## src/rtl/cct_pkg.sv

```systemverilog
package cct_pkg;
  localparam int unsigned NSLOT  = 8;
  localparam int unsigned CNT_W  = 16;
  localparam int unsigned ADDR_W = 6;

  localparam logic [ADDR_W-1:0] A_CTRL  = 6'h00;
  localparam logic [ADDR_W-1:0] A_MODE  = 6'h01;
  localparam logic [ADDR_W-1:0] A_EDGE0 = 6'h02;
  localparam logic [ADDR_W-1:0] A_EDGE1 = 6'h03;
  localparam logic [ADDR_W-1:0] A_CNTH  = 6'h04;
  localparam logic [ADDR_W-1:0] A_CNTL  = 6'h05;
  localparam logic [ADDR_W-1:0] A_FLAG1 = 6'h06;
  localparam logic [ADDR_W-1:0] A_FLAG2 = 6'h07;
  localparam int unsigned       CH_BASE = 16;

  localparam int unsigned CTRL_RUN_BIT = 7;
  localparam int unsigned CTRL_FCL_BIT = 0;
  localparam int unsigned OVF_BIT      = 7;

  typedef enum logic [1:0] {
    EDGE_OFF  = 2'b00,
    EDGE_RISE = 2'b01,
    EDGE_FALL = 2'b10,
    EDGE_BOTH = 2'b11
  } edge_sel_e;
endpackage

```

## src/rtl/cct_edge_det.sv

```systemverilog
module cct_edge_det
  import cct_pkg::*;
#(
  parameter int unsigned STAGES = 2
) (
  input  logic      clk,
  input  logic      rst,
  input  logic      din,
  input  edge_sel_e sel,
  output logic      hit
);
  logic [STAGES-1:0] sync_q;
  logic              prev_q;
  logic              rise, fall;

  always_ff @(posedge clk) begin
    if (rst) begin
      sync_q <= '0;
      prev_q <= 1'b0;
    end else begin
      sync_q <= {sync_q[STAGES-2:0], din};
      prev_q <= sync_q[STAGES-1];
    end
  end

  assign rise = sync_q[STAGES-1] & ~prev_q;
  assign fall = ~sync_q[STAGES-1] & prev_q;

  always_comb begin
    unique case (sel)
      EDGE_RISE: hit = rise;
      EDGE_FALL: hit = fall;
      EDGE_BOTH: hit = rise | fall;
      default:   hit = 1'b0;
    endcase
  end
endmodule

```

## src/rtl/cct_counter.sv

```systemverilog
module cct_counter #(
  parameter int unsigned W = 16
) (
  input  logic         clk,
  input  logic         rst,
  input  logic         run,
  input  logic         load,
  input  logic [W-1:0] load_val,
  output logic [W-1:0] cnt_q,
  output logic [W-1:0] cnt_nxt,
  output logic         step,
  output logic         wrap
);
  assign step    = run & ~load;
  assign cnt_nxt = cnt_q + W'(1);
  assign wrap    = step & (&cnt_q);

  always_ff @(posedge clk) begin
    if (rst)       cnt_q <= '0;
    else if (load) cnt_q <= load_val;
    else if (step) cnt_q <= cnt_nxt;
  end
endmodule

```

## src/rtl/cct_channel.sv

```systemverilog
module cct_channel #(
  parameter int unsigned W = 16
) (
  input  logic         clk,
  input  logic         rst,
  input  logic         mode_cmp,
  input  logic         cap_hit,
  input  logic [W-1:0] cnt_q,
  input  logic [W-1:0] cnt_nxt,
  input  logic         step,
  input  logic         commit,
  input  logic [W-1:0] commit_val,
  output logic [W-1:0] val_q,
  output logic         evt,
  output logic         cmp_pulse
);
  logic cap_evt, cmp_evt;

  assign cap_evt = ~mode_cmp & cap_hit;
  assign cmp_evt = mode_cmp & step & (cnt_nxt == val_q);
  assign evt     = cap_evt | cmp_evt;

  always_ff @(posedge clk) begin
    if (rst) begin
      val_q     <= '0;
      cmp_pulse <= 1'b0;
    end else begin
      cmp_pulse <= cmp_evt;
      if (cap_evt)                val_q <= cnt_q;
      else if (mode_cmp && commit) val_q <= commit_val;
    end
  end
endmodule

```

## src/rtl/cct_timer.sv

```systemverilog
module cct_timer
  import cct_pkg::*;
#(
  parameter int unsigned NCH_IMPL    = 6,
  parameter int unsigned SYNC_STAGES = 2
) (
  input  logic              clk,
  input  logic              rst,
  input  logic [ADDR_W-1:0] bus_addr,
  input  logic              bus_wr,
  input  logic              bus_rd,
  input  logic [7:0]        bus_wdata,
  output logic [7:0]        bus_rdata,
  input  logic              tick,
  input  logic              pacc_en,
  input  logic [NSLOT-1:0]  cap_in,
  output logic [NSLOT-1:0]  cmp_out
);
  localparam logic [NSLOT-1:0] IMPL_MASK = NSLOT'((1 << NCH_IMPL) - 1);

  function automatic logic [2*NSLOT-1:0] edge_mask_f(input int unsigned n);
    logic [2*NSLOT-1:0] m;
    m = '0;
    for (int unsigned k = 0; k < NSLOT; k++)
      if (k < n) m[2*k +: 2] = 2'b11;
    return m;
  endfunction
  localparam logic [2*NSLOT-1:0] EDGE_MASK = edge_mask_f(NCH_IMPL);

  logic                          ctrl_run_q, ctrl_fcl_q;
  logic [NSLOT-1:0]              mode_q;
  logic [2*NSLOT-1:0]            edge_q;
  logic [NSLOT-1:0]              flag1_q;
  logic                          ovf_q;
  logic [7:0]                    wr_hi_buf, rd_shadow;
  logic [CNT_W-1:0]              cnt_q, cnt_nxt;
  logic                          cnt_step, cnt_wrap, cnt_load;
  logic [NSLOT-1:0][CNT_W-1:0]   chan_val;
  logic [NSLOT-1:0]              chan_evt;
  logic                          word_hit, word_lo, cnt_addr, wr_commit;
  logic [CNT_W-1:0]              commit_val, word_val;
  logic [7:0]                    reg_rd;
  logic                          ovf_clr;
  logic [NSLOT-1:0]              flag1_clr;

  // bus decode
  assign cnt_addr   = (bus_addr == A_CNTH) || (bus_addr == A_CNTL);
  assign word_hit   = cnt_addr || (bus_addr[5:4] == 2'b01);
  assign word_lo    = bus_addr[0];
  assign wr_commit  = bus_wr && word_hit && word_lo;
  assign commit_val = {wr_hi_buf, bus_wdata};
  assign cnt_load   = wr_commit && (bus_addr == A_CNTL);

  cct_counter #(.W(CNT_W)) u_cnt (
    .clk      (clk),
    .rst      (rst),
    .run      (ctrl_run_q & tick),
    .load     (cnt_load),
    .load_val (commit_val),
    .cnt_q    (cnt_q),
    .cnt_nxt  (cnt_nxt),
    .step     (cnt_step),
    .wrap     (cnt_wrap)
  );

  for (genvar i = 0; i < NSLOT; i++) begin : g_ch
    if (i < NCH_IMPL) begin : g_impl
      logic hit;
      logic commit_i;
      assign commit_i = wr_commit && (bus_addr == ADDR_W'(CH_BASE + 2*i + 1));

      cct_edge_det #(.STAGES(SYNC_STAGES)) u_edge (
        .clk (clk),
        .rst (rst),
        .din (cap_in[i]),
        .sel (edge_sel_e'(edge_q[2*i +: 2])),
        .hit (hit)
      );

      cct_channel #(.W(CNT_W)) u_chan (
        .clk        (clk),
        .rst        (rst),
        .mode_cmp   (mode_q[i]),
        .cap_hit    (hit),
        .cnt_q      (cnt_q),
        .cnt_nxt    (cnt_nxt),
        .step       (cnt_step),
        .commit     (commit_i),
        .commit_val (commit_val),
        .val_q      (chan_val[i]),
        .evt        (chan_evt[i]),
        .cmp_pulse  (cmp_out[i])
      );
    end else begin : g_rsvd
      assign chan_val[i] = '0;
      assign chan_evt[i] = 1'b0;
      assign cmp_out[i]  = 1'b0;
    end
  end

  // control registers and high-byte write buffer
  always_ff @(posedge clk) begin
    if (rst) begin
      ctrl_run_q <= 1'b0;
      ctrl_fcl_q <= 1'b0;
      mode_q     <= '0;
      edge_q     <= '0;
      wr_hi_buf  <= '0;
    end else if (bus_wr) begin
      if (bus_addr == A_CTRL) begin
        ctrl_run_q <= bus_wdata[CTRL_RUN_BIT];
        ctrl_fcl_q <= bus_wdata[CTRL_FCL_BIT];
      end
      if (bus_addr == A_MODE)  mode_q <= bus_wdata & IMPL_MASK;
      if (bus_addr == A_EDGE0) edge_q[7:0]  <= bus_wdata & EDGE_MASK[7:0];
      if (bus_addr == A_EDGE1) edge_q[15:8] <= bus_wdata & EDGE_MASK[15:8];
      if (word_hit && !word_lo) wr_hi_buf <= bus_wdata;
    end
  end

  // flags: set has priority over any clear in the same cycle
  assign flag1_clr = (bus_wr && bus_addr == A_FLAG1) ? bus_wdata : '0;
  assign ovf_clr   = (bus_wr && bus_addr == A_FLAG2 && bus_wdata[OVF_BIT] &&
                      (ctrl_run_q || pacc_en)) ||
                     (ctrl_fcl_q && (bus_rd || bus_wr) && cnt_addr);

  always_ff @(posedge clk) begin
    if (rst) begin
      flag1_q <= '0;
      ovf_q   <= 1'b0;
    end else begin
      flag1_q <= ((flag1_q & ~flag1_clr) | chan_evt) & IMPL_MASK;
      if (cnt_wrap)     ovf_q <= 1'b1;
      else if (ovf_clr) ovf_q <= 1'b0;
    end
  end

  // read path
  assign word_val = cnt_addr ? cnt_q : chan_val[bus_addr[3:1]];

  always_comb begin
    unique case (bus_addr)
      A_CTRL:  reg_rd = {ctrl_run_q, 6'b0, ctrl_fcl_q};
      A_MODE:  reg_rd = mode_q;
      A_EDGE0: reg_rd = edge_q[7:0];
      A_EDGE1: reg_rd = edge_q[15:8];
      A_FLAG1: reg_rd = flag1_q;
      A_FLAG2: reg_rd = {ovf_q, 7'b0};
      default: reg_rd = 8'h00;
    endcase
  end

  always_ff @(posedge clk) begin
    if (rst) begin
      bus_rdata <= '0;
      rd_shadow <= '0;
    end else if (bus_rd) begin
      if (word_hit && !word_lo) begin
        bus_rdata <= word_val[15:8];
        rd_shadow <= word_val[7:0];
      end else if (word_hit) begin
        bus_rdata <= rd_shadow;
      end else begin
        bus_rdata <= reg_rd;
      end
    end
  end
endmodule

```

## config.mk

```make
export PLATFORM = sky130hd
export DESIGN_NAME = cct_timer
export DESIGN_NICKNAME = d
export VERILOG_FILES = /design/src/rtl/cct_pkg.sv /design/src/rtl/cct_edge_det.sv /design/src/rtl/cct_counter.sv /design/src/rtl/cct_channel.sv /design/src/rtl/cct_timer.sv
export SDC_FILE = /design/constraint.sdc
export NUM_CORES = 1
export LEC_CHECK = 0
export CAP_MARGIN = 10
export CORE_MARGIN = 2
export CORE_UTILIZATION = 40
export DETAILED_ROUTE_END_ITERATION = 7
export GPL_ROUTABILITY_DRIVEN = 0
export HOLD_SLACK_MARGIN = 0.15
export PLACE_DENSITY = 0.56
export SLEW_MARGIN = 5
export SYNTH_ARGS = -nofsm -noshare
export SYNTH_HDL_FRONTEND = slang
export SYNTH_SLANG_ARGS = --single-unit
```

## constraint.sdc

```tcl
create_clock -name clk -period 3 [get_ports clk]
set_input_delay 0.9 -clock clk [delete_from_list [all_inputs] [get_ports clk]]
set_output_delay 0.9 -clock clk [all_outputs]
set_load 0.03 [all_outputs]
```

# Yosys cells after proc, flatten, opt, wreduce, memory -nomap -nowiden
# Cells that the tools add are included.
[word_totals] output_inout_bits=16 register_bits=187 inputBits=28
[classes] eq_ne=38 add_sub_neg=1 n_mux=29 bitwise_logic=67 n_reduce_logical=44 order_cmp=1
[op_table] operator="$mux W16" count=16
[op_table] operator="$eq A16 B16 Y1" count=6
[op_table] operator="$bmux W16 S3" count=1
[op_table] operator="$pmux W8 S6" count=1
[op_table] operator="$eq A6 B5 Y1 const B" count=6
[op_table] operator="$and A1 B1 Y1" count=33
[op_table] operator="$eq A2 B2 Y1 const B" count=12
[op_table] operator="$eq A6 B3 Y1 const B" count=4
[op_table] operator="$logic_and A1 B1 Y1" count=22
[op_table] operator="$not A1 Y1" count=19
[op_table] operator="$pmux W1 S3" count=6
[op_table] operator="$add A16 B1 Y16 const B" count=1
[op_table] operator="$mux W8" count=2
[op_table] operator="$reduce_and A16 Y1" count=1
[op_table] operator="$reduce_bool A2 Y1" count=8
[op_table] operator="$eq A2 B1 Y1 const B" count=7
[op_table] operator="$eq A6 B2 Y1 const B" count=2
[op_table] operator="$or A1 B1 Y1" count=12
[op_table] operator="$reduce_and A2 Y1" count=6
[op_table] operator="$and A6 B6 Y6" count=1
[op_table] operator="$eq A6 B1 Y1 const B" count=1
[op_table] operator="$logic_not A6 Y1" count=1
[op_table] operator="$mux W6" count=1
[op_table] operator="$not A6 Y6" count=1
[op_table] operator="other kinds (5)" count=10

# Logic depth before layout (Yosys ltp)
[logic_depth] ltp_word=12 ltp_mapped=10

# By module
# From an unflattened synthesis, not the netlist that was laid out.
[hier_totals] hier_cells=1221 area_unflattened_um2=10877.9
[by_module_without_submodules] module="cct_channel" instances=6 seq_area_each_um2=340.3 cells_each=98 area_each_um2=929.6
[by_module_without_submodules] module="cct_timer" instances=1 seq_area_each_um2=1021.0 cells_each=399 area_each_um2=3281.9
[by_module_without_submodules] module="cct_counter" instances=1 seq_area_each_um2=320.3 cells_each=144 area_each_um2=1207.4
[by_module_without_submodules] module="cct_edge_det" instances=6 seq_area_each_um2=60.1 cells_each=15 area_each_um2=135.1

# Least setup slack after synthesis
# Ideal clock, no wire load.
[synth_path] kind="input to register" startpoint="in bus_wr" endpoint="reg flag1_q[3]" setup_ns=0.084 slack_ns=0.195 path_stages=8 arrival_time_ns=2.721 required_ns=2.916 cell_sequence="buf_4 -> and3b_1 -> buf_6 -> a211o_4 -> a2111oi_4 -> o2111ai_1 -> or4_4 -> o31ai_2"
[synth_between] elab_chain_cells=9 word_cells_on_any_way=13 classes_between="mux (1); bitwise (8); reduce/logical (4)"
[synth_lines] item="from (decl)" line_no="cct_timer.sv:10" source="input logic bus_wr,"
[synth_lines] item="$logic_and A1 B1 Y1 (2 in series)" line_no="cct_timer.sv:50" source="assign wr_commit = bus_wr && word_hit && word_lo;"
[synth_lines] item="$logic_and A1 B1 Y1" line_no="cct_timer.sv:52" source="assign cnt_load = wr_commit && (bus_addr == A_CNTL);"
[synth_lines] item="$not A1 Y1" line_no="cct_counter.sv:14" source="assign step = run & ~load;"
[synth_lines] item="$and A1 B1 Y1" line_no="cct_counter.sv:14"
[synth_lines] item="$and A1 B1 Y1 (2 in series)" line_no="cct_channel.sv:20" source="assign cmp_evt = mode_cmp & step & (cnt_nxt == val_q);"
[synth_lines] item="$or A1 B1 Y1" line_no="cct_channel.sv:21" source="assign evt = cap_evt | cmp_evt;"
[synth_lines] item="$or A6 B6 Y6 *" line_no="cct_timer.sv:132" source="flag1_q <= ((flag1_q & ~flag1_clr) | chan_evt) & IMPL_MASK;"
[synth_lines] item="to (signal assigned)" line_no="cct_timer.sv:132"
[synth_lines] item="to (decl)" line_no="cct_timer.sv:33" source="logic [NSLOT-1:0] flag1_q;"
# Every way passes the cells marked *; elsewhere a longest branch is shown, timed or not.
# A chain may end at the register's enable or synchronous reset.

# Worst setup path in the final report
[layout_path] startpoint="in bus_addr[3]" endpoint="reg g_ch[4].g_impl.u_chan.val_q[13]"
[layout_between] elab_chain_cells=8 word_cells_on_any_way=10 classes_between="eq/ne (3); reduce/logical (7)"
[layout_lines] item="from (decl)" line_no="cct_timer.sv:9" source="input logic [ADDR_W-1:0] bus_addr,"
[layout_lines] item="$eq A6 B3 Y1" line_no="cct_timer.sv:47" source="assign cnt_addr = (bus_addr == A_CNTH) || (bus_addr == A_CNTL);"
[layout_lines] item="$logic_or A1 B1 Y1" line_no="cct_timer.sv:47"
[layout_lines] item="$logic_or A1 B1 Y1" line_no="cct_timer.sv:48" source="assign word_hit = cnt_addr || (bus_addr[5:4] == 2'b01);"
[layout_lines] item="$logic_and A1 B1 Y1 (2 in series)" line_no="cct_timer.sv:50"
[layout_lines] item="$logic_and A1 B1 Y1 *" line_no="cct_timer.sv:70" source="assign commit_i = wr_commit && (bus_addr == ADDR_W'(CH_BASE + 2*i + 1));"
[layout_lines] item="$logic_and A1 B1 Y1 *" line_no="cct_channel.sv:30" source="else if (mode_cmp && commit) val_q <= commit_val;"
[layout_lines] item="$reduce_bool A2 Y1 (no source line) *"
[layout_lines] item="to (signal assigned)" line_no="cct_channel.sv:29" source="if (cap_evt) val_q <= cnt_q;"
[layout_lines] item="to (signal assigned)" line_no="cct_channel.sv:30"
[layout_lines] item="to (decl)" line_no="cct_channel.sv:13" source="output logic [W-1:0] val_q,"
# Marked as above.

==> results.sh <==
export IMPL_outcome="complete, no violations"
export IMPL_dpl_instance_area_um2=13300
export IMPL_grt_antenna_before_repair=0
export IMPL_share_of_the_cycle_needed_by_the_critical_path_after_routing_pct=96.5
export IMPL_synth_top_cells_by_area="sky130_fd_sc_hd__dfxtp_1 31%, sky130_fd_sc_hd__mux2i_1 9.5%, sky130_fd_sc_hd__nor2_1 8.2%"
export IMPL_route_detailed_vias_per_inst=5.94
export IMPL_hold_class="reg2reg"
export IMPL_grt_max_degree=173
export IMPL_finish_net_count=1582
export IMPL_overflow=0
export IMPL_postSynth_asyncResetShare_pct=0
export IMPL_critical_path_max_stage_delay_ps=580
export IMPL_detailroute_wirelength_met2_mm=20.0
export IMPL_utilization_pct=47.2
export IMPL_cts_inserted_buffers=17
export IMPL_drt_drc_violations_left=0
export IMPL_worst_endpoint_required_ps=3320
export IMPL_design_portCount=44
export IMPL_final_min_clock_period_ps=2900
export IMPL_pre_cts_ws_ps=-570
export IMPL_worst_skew_pair_late_latency_ps=470
export IMPL_grt_setup_unrepaired="no"
export IMPL_floorplan_core_area_um2=29600
export IMPL_synth_commonest_cells="263 x sky130_fd_sc_hd__nor2_1, 187 x sky130_fd_sc_hd__dfxtp_1, 167 x sky130_fd_sc_hd__a21oi_1, 114 x sky130_fd_sc_hd__mux2i_1, 102 x sky130_fd_sc_hd__nand2_1"
export IMPL_netlist_cell_type_count=86
export IMPL_route_vias_total=11541
export IMPL_yosysMostFrequentCell="sky130_fd_sc_hd__nor2_1"
export IMPL_ys_seq_area_share_pct=31.0
export IMPL_post_synth_instance_area_um2=12100
export IMPL_critPathBufInv=4
export IMPL_netlist_instances=1511
export IMPL_end_kind="register"
export IMPL_numClockSinks=187
export IMPL_final_setup_worst_slack_ps=105
export IMPL_drt_met1_wl_mm=19.3
export IMPL_ctsLongestPathBuffers=2
export IMPL_syn_area_per_cell_um2=7.98
export IMPL_postSynth_topFlopCell="sky130_fd_sc_hd__dfxtp_1"
export IMPL_highest_layer="met4"
export IMPL_route_met3_wl_mm=3.68
export IMPL_port_buffers=39
export IMPL_final_instance_count_excl_fill=1944
export IMPL_path_class="in2reg"
export IMPL_path_max_fanout=22
export IMPL_post_route_cells_drive_above_1_share_pct=13.7
export IMPL_max_freq_mhz=345
export IMPL_timing_max_cap_violations=0
export IMPL_synth_edf_count=0
export IMPL_slew_at_the_pin_with_the_worst_max_slew_slack_ps=864
export IMPL_fin_worst_hold_slack_ps=441
export IMPL_chip_height_um=178
export IMPL_avgRoutedWirePerCell_um=23.2
export IMPL_clkSlewWorstSetupHoldPaths_ps=80
export IMPL_finalMaxSlewViolations=0
export IMPL_design_power_total_mw=5.45
export IMPL_final_setup_skew_ps=15.5
export IMPL_global_route_usage_total_pct=28.9
export IMPL_placedCellCount=1912
export IMPL_place_detailed_hpwl_mm=31.1
export IMPL_fin_area_um2=14000
export IMPL_finalSetupViolCount=0
export IMPL_crit_arrival_ps=3210
export IMPL_initial_utilization_pct=40.7
export IMPL_yosys_synthesis_warning_count=0
export IMPL_1st_pass_router_iterations=5
export IMPL_powerDensity_nw_per_um2=389
export IMPL_worst_setup_path_start_kind="primary input"
export IMPL_power_static_leakage_nw=5.69
export IMPL_antennaDiodeCount=0
export IMPL_synth_largest_type_area_fraction_pct=31.0
export IMPL_cts_root_buf="sky130_fd_sc_hd__clkbuf_16"
export IMPL_timing_max_slew_rel_slack_pct=42.2
export IMPL_die_area_um2=31600
export IMPL_synth_area_leader_cell="sky130_fd_sc_hd__dfxtp_1"
export IMPL_crit_path_launch="bus_addr[3]"
export IMPL_min_delay_start="g_ch[4].g_impl.u_edge.sync_q[0]"
export IMPL_setup_tns_final_ps=0
export IMPL_totalWireLength_mm=45.1
export IMPL_vias_in_the_first_global_route=10711
export IMPL_cts_max_level=4
export IMPL_cp_top_family="buffers and inverters"
export IMPL_row_count=63
export IMPL_critical_path_slowest_cell="sky130_fd_sc_hd__clkdlybuf4s50_1"
export IMPL_tritoncts="done"
export IMPL_antenna_violating_nets_post_route=0
export IMPL_finalHoldViolations=0
export IMPL_grt_pass1_wl_mm=67.3
export IMPL_drt_initial_drc_count=1251
export IMPL_rr_startpoint="u_cnt.cnt_q[0]"
export IMPL_horizontal_extent_of_the_die_um=178
export IMPL_area_growth_syn_to_layout_pct=16.1
export IMPL_peakVddDrop_v=0.000437
export IMPL_ys_seq_elements=187
export IMPL_critical_path_cell_chain="clkdlybuf4s50_1, buf_6, nor2b_2, buf_12, and4_1, buf_12, mux2i_1, nor2_1, a21oi_1, nor2_1"
==> what timing repair did <==
| item | CTS | global route |
|---|---|---|
| hold buffers | 0 | 0 |
| gates resized for setup | 2 | 6 |
| buffers inserted | 0 | 0 |
| endpoints found under the setup margin | 2 | 13 |
| pin swaps | 0 | 1 |
==> cells in the final DEF, fill, tap and decap left out, types with 7 or more instances in the layout <==
cell type | netlist | final
sky130_fd_sc_hd__a211oi_1 | 28 | 28
sky130_fd_sc_hd__a21oi_1 | 167 | 161
sky130_fd_sc_hd__a221oi_1 | 16 | 16
sky130_fd_sc_hd__and3_1 | 9 | 9
sky130_fd_sc_hd__buf_12 | 0 | 10
sky130_fd_sc_hd__buf_4 | 14 | 110
sky130_fd_sc_hd__clkbuf_16 | 0 | 17
sky130_fd_sc_hd__clkdlybuf4s50_1 | 0 | 37
sky130_fd_sc_hd__dfxtp_1 | 187 | 187
sky130_fd_sc_hd__ha_1 | 13 | 12
sky130_fd_sc_hd__inv_1 | 25 | 25
sky130_fd_sc_hd__mux2_2 | 14 | 14
sky130_fd_sc_hd__mux2i_1 | 114 | 114
sky130_fd_sc_hd__nand2_1 | 102 | 102
sky130_fd_sc_hd__nand2b_1 | 7 | 7
sky130_fd_sc_hd__nand3_1 | 47 | 47
sky130_fd_sc_hd__nand3b_1 | 9 | 9
sky130_fd_sc_hd__nand4_1 | 15 | 15
sky130_fd_sc_hd__nor2_1 | 263 | 263
sky130_fd_sc_hd__nor2b_1 | 37 | 36
sky130_fd_sc_hd__nor3_1 | 21 | 19
sky130_fd_sc_hd__o211ai_1 | 11 | 11
sky130_fd_sc_hd__o21ai_0 | 36 | 36
sky130_fd_sc_hd__o2bb2ai_1 | 8 | 8
sky130_fd_sc_hd__xnor2_1 | 53 | 53
sky130_fd_sc_hd__xnor3_1 | 16 | 16
sky130_fd_sc_hd__xor2_1 | 26 | 26
==> worst register-to-register path: stages (launching register included) <==
cell and delay, ps:
sky130_fd_sc_hd__dfxtp_1 460, sky130_fd_sc_hd__ha_2 360, sky130_fd_sc_hd__and3_1 430, sky130_fd_sc_hd__xnor2_1 220, sky130_fd_sc_hd__a2111o_1 440, sky130_fd_sc_hd__nor4_1 530, sky130_fd_sc_hd__nand4_1 260, sky130_fd_sc_hd__o21ai_0 120
==> registers in the layout, indices dropped and copies added, names as in the netlist <==
register and flops:
ctrl_run_q 1, g_ch.g_impl.u_chan.cmp_pulse 6, flag1_q 6, edge_q 12, g_ch.g_impl.u_chan.val_q 96, g_ch.g_impl.u_edge.prev_q 6
bus_rdata 8, rd_shadow 8, wr_hi_buf 8, g_ch.g_impl.u_edge.sync_q 12, mode_q 6, ovf_q 1
u_cnt.cnt_q 16, ctrl_fcl_q 1
==> power breakdown <==
part / total (mW) / switching, mW / internal [mW]
registers: 2.52 / 0.0185 / 2.50
clock network: 2.52 / 1.21 / 1.31
logic: 0.409 / 0.259 / 0.150
==> cell type report <==
type / instances / area [um2]
clock buffer: 18 / 439
clock inverter: 14 / 196
tap: 390 / 488
multi-input combinational: 1148 / 7610
fill: 2987 / 15600
timing repair buffer: 160 / 1420
inverter: 27 / 101
sequential: 187 / 3740
==> logic make-up (layout without fill, tap and decap cells) <==
logic type / after synthesis / count (layout) / share of synthesized area, %
AOI/OAI and AO/OA: 338 / 338 / 18.1
adders and majority gates: 13 / 13 / 1.35
other: 1 / 2 / 0.0311
xor gates and xnor gates: 99 / 99 / 9.39
and+or+nand+nor: 567 / 567 / 22.6
buffers and inverters: 177 / 219 / 6.51
muxes: 129 / 129 / 11.0
DFF: 187 / 187 / 31.0
==> worst paths after layout <==
kind	cells after the start	slack [ps]	endpoint
setup / recovery	10	100	g_ch[4].g_impl.u_chan.val_q[13]
hold / removal	1	440	g_ch[4].g_impl.u_edge.sync_q[1]
setup reg to reg	7	100	flag1_q[2]
hold reg to reg	1	440	g_ch[4].g_impl.u_edge.sync_q[1]
==> layer usage <==
| metal | GRT usage, % | vias up |
|---|---|---|
| met4 | 13.3 | 0 |
| li1 | - | 5370 |
| met5 | 0 | - |
| met3 | 5.31 | 107 |
| met1 | 38.7 | 5533 |
| met2 | 45.0 | 531 |
Note: power is estimated with default switching activity, not from simulation.
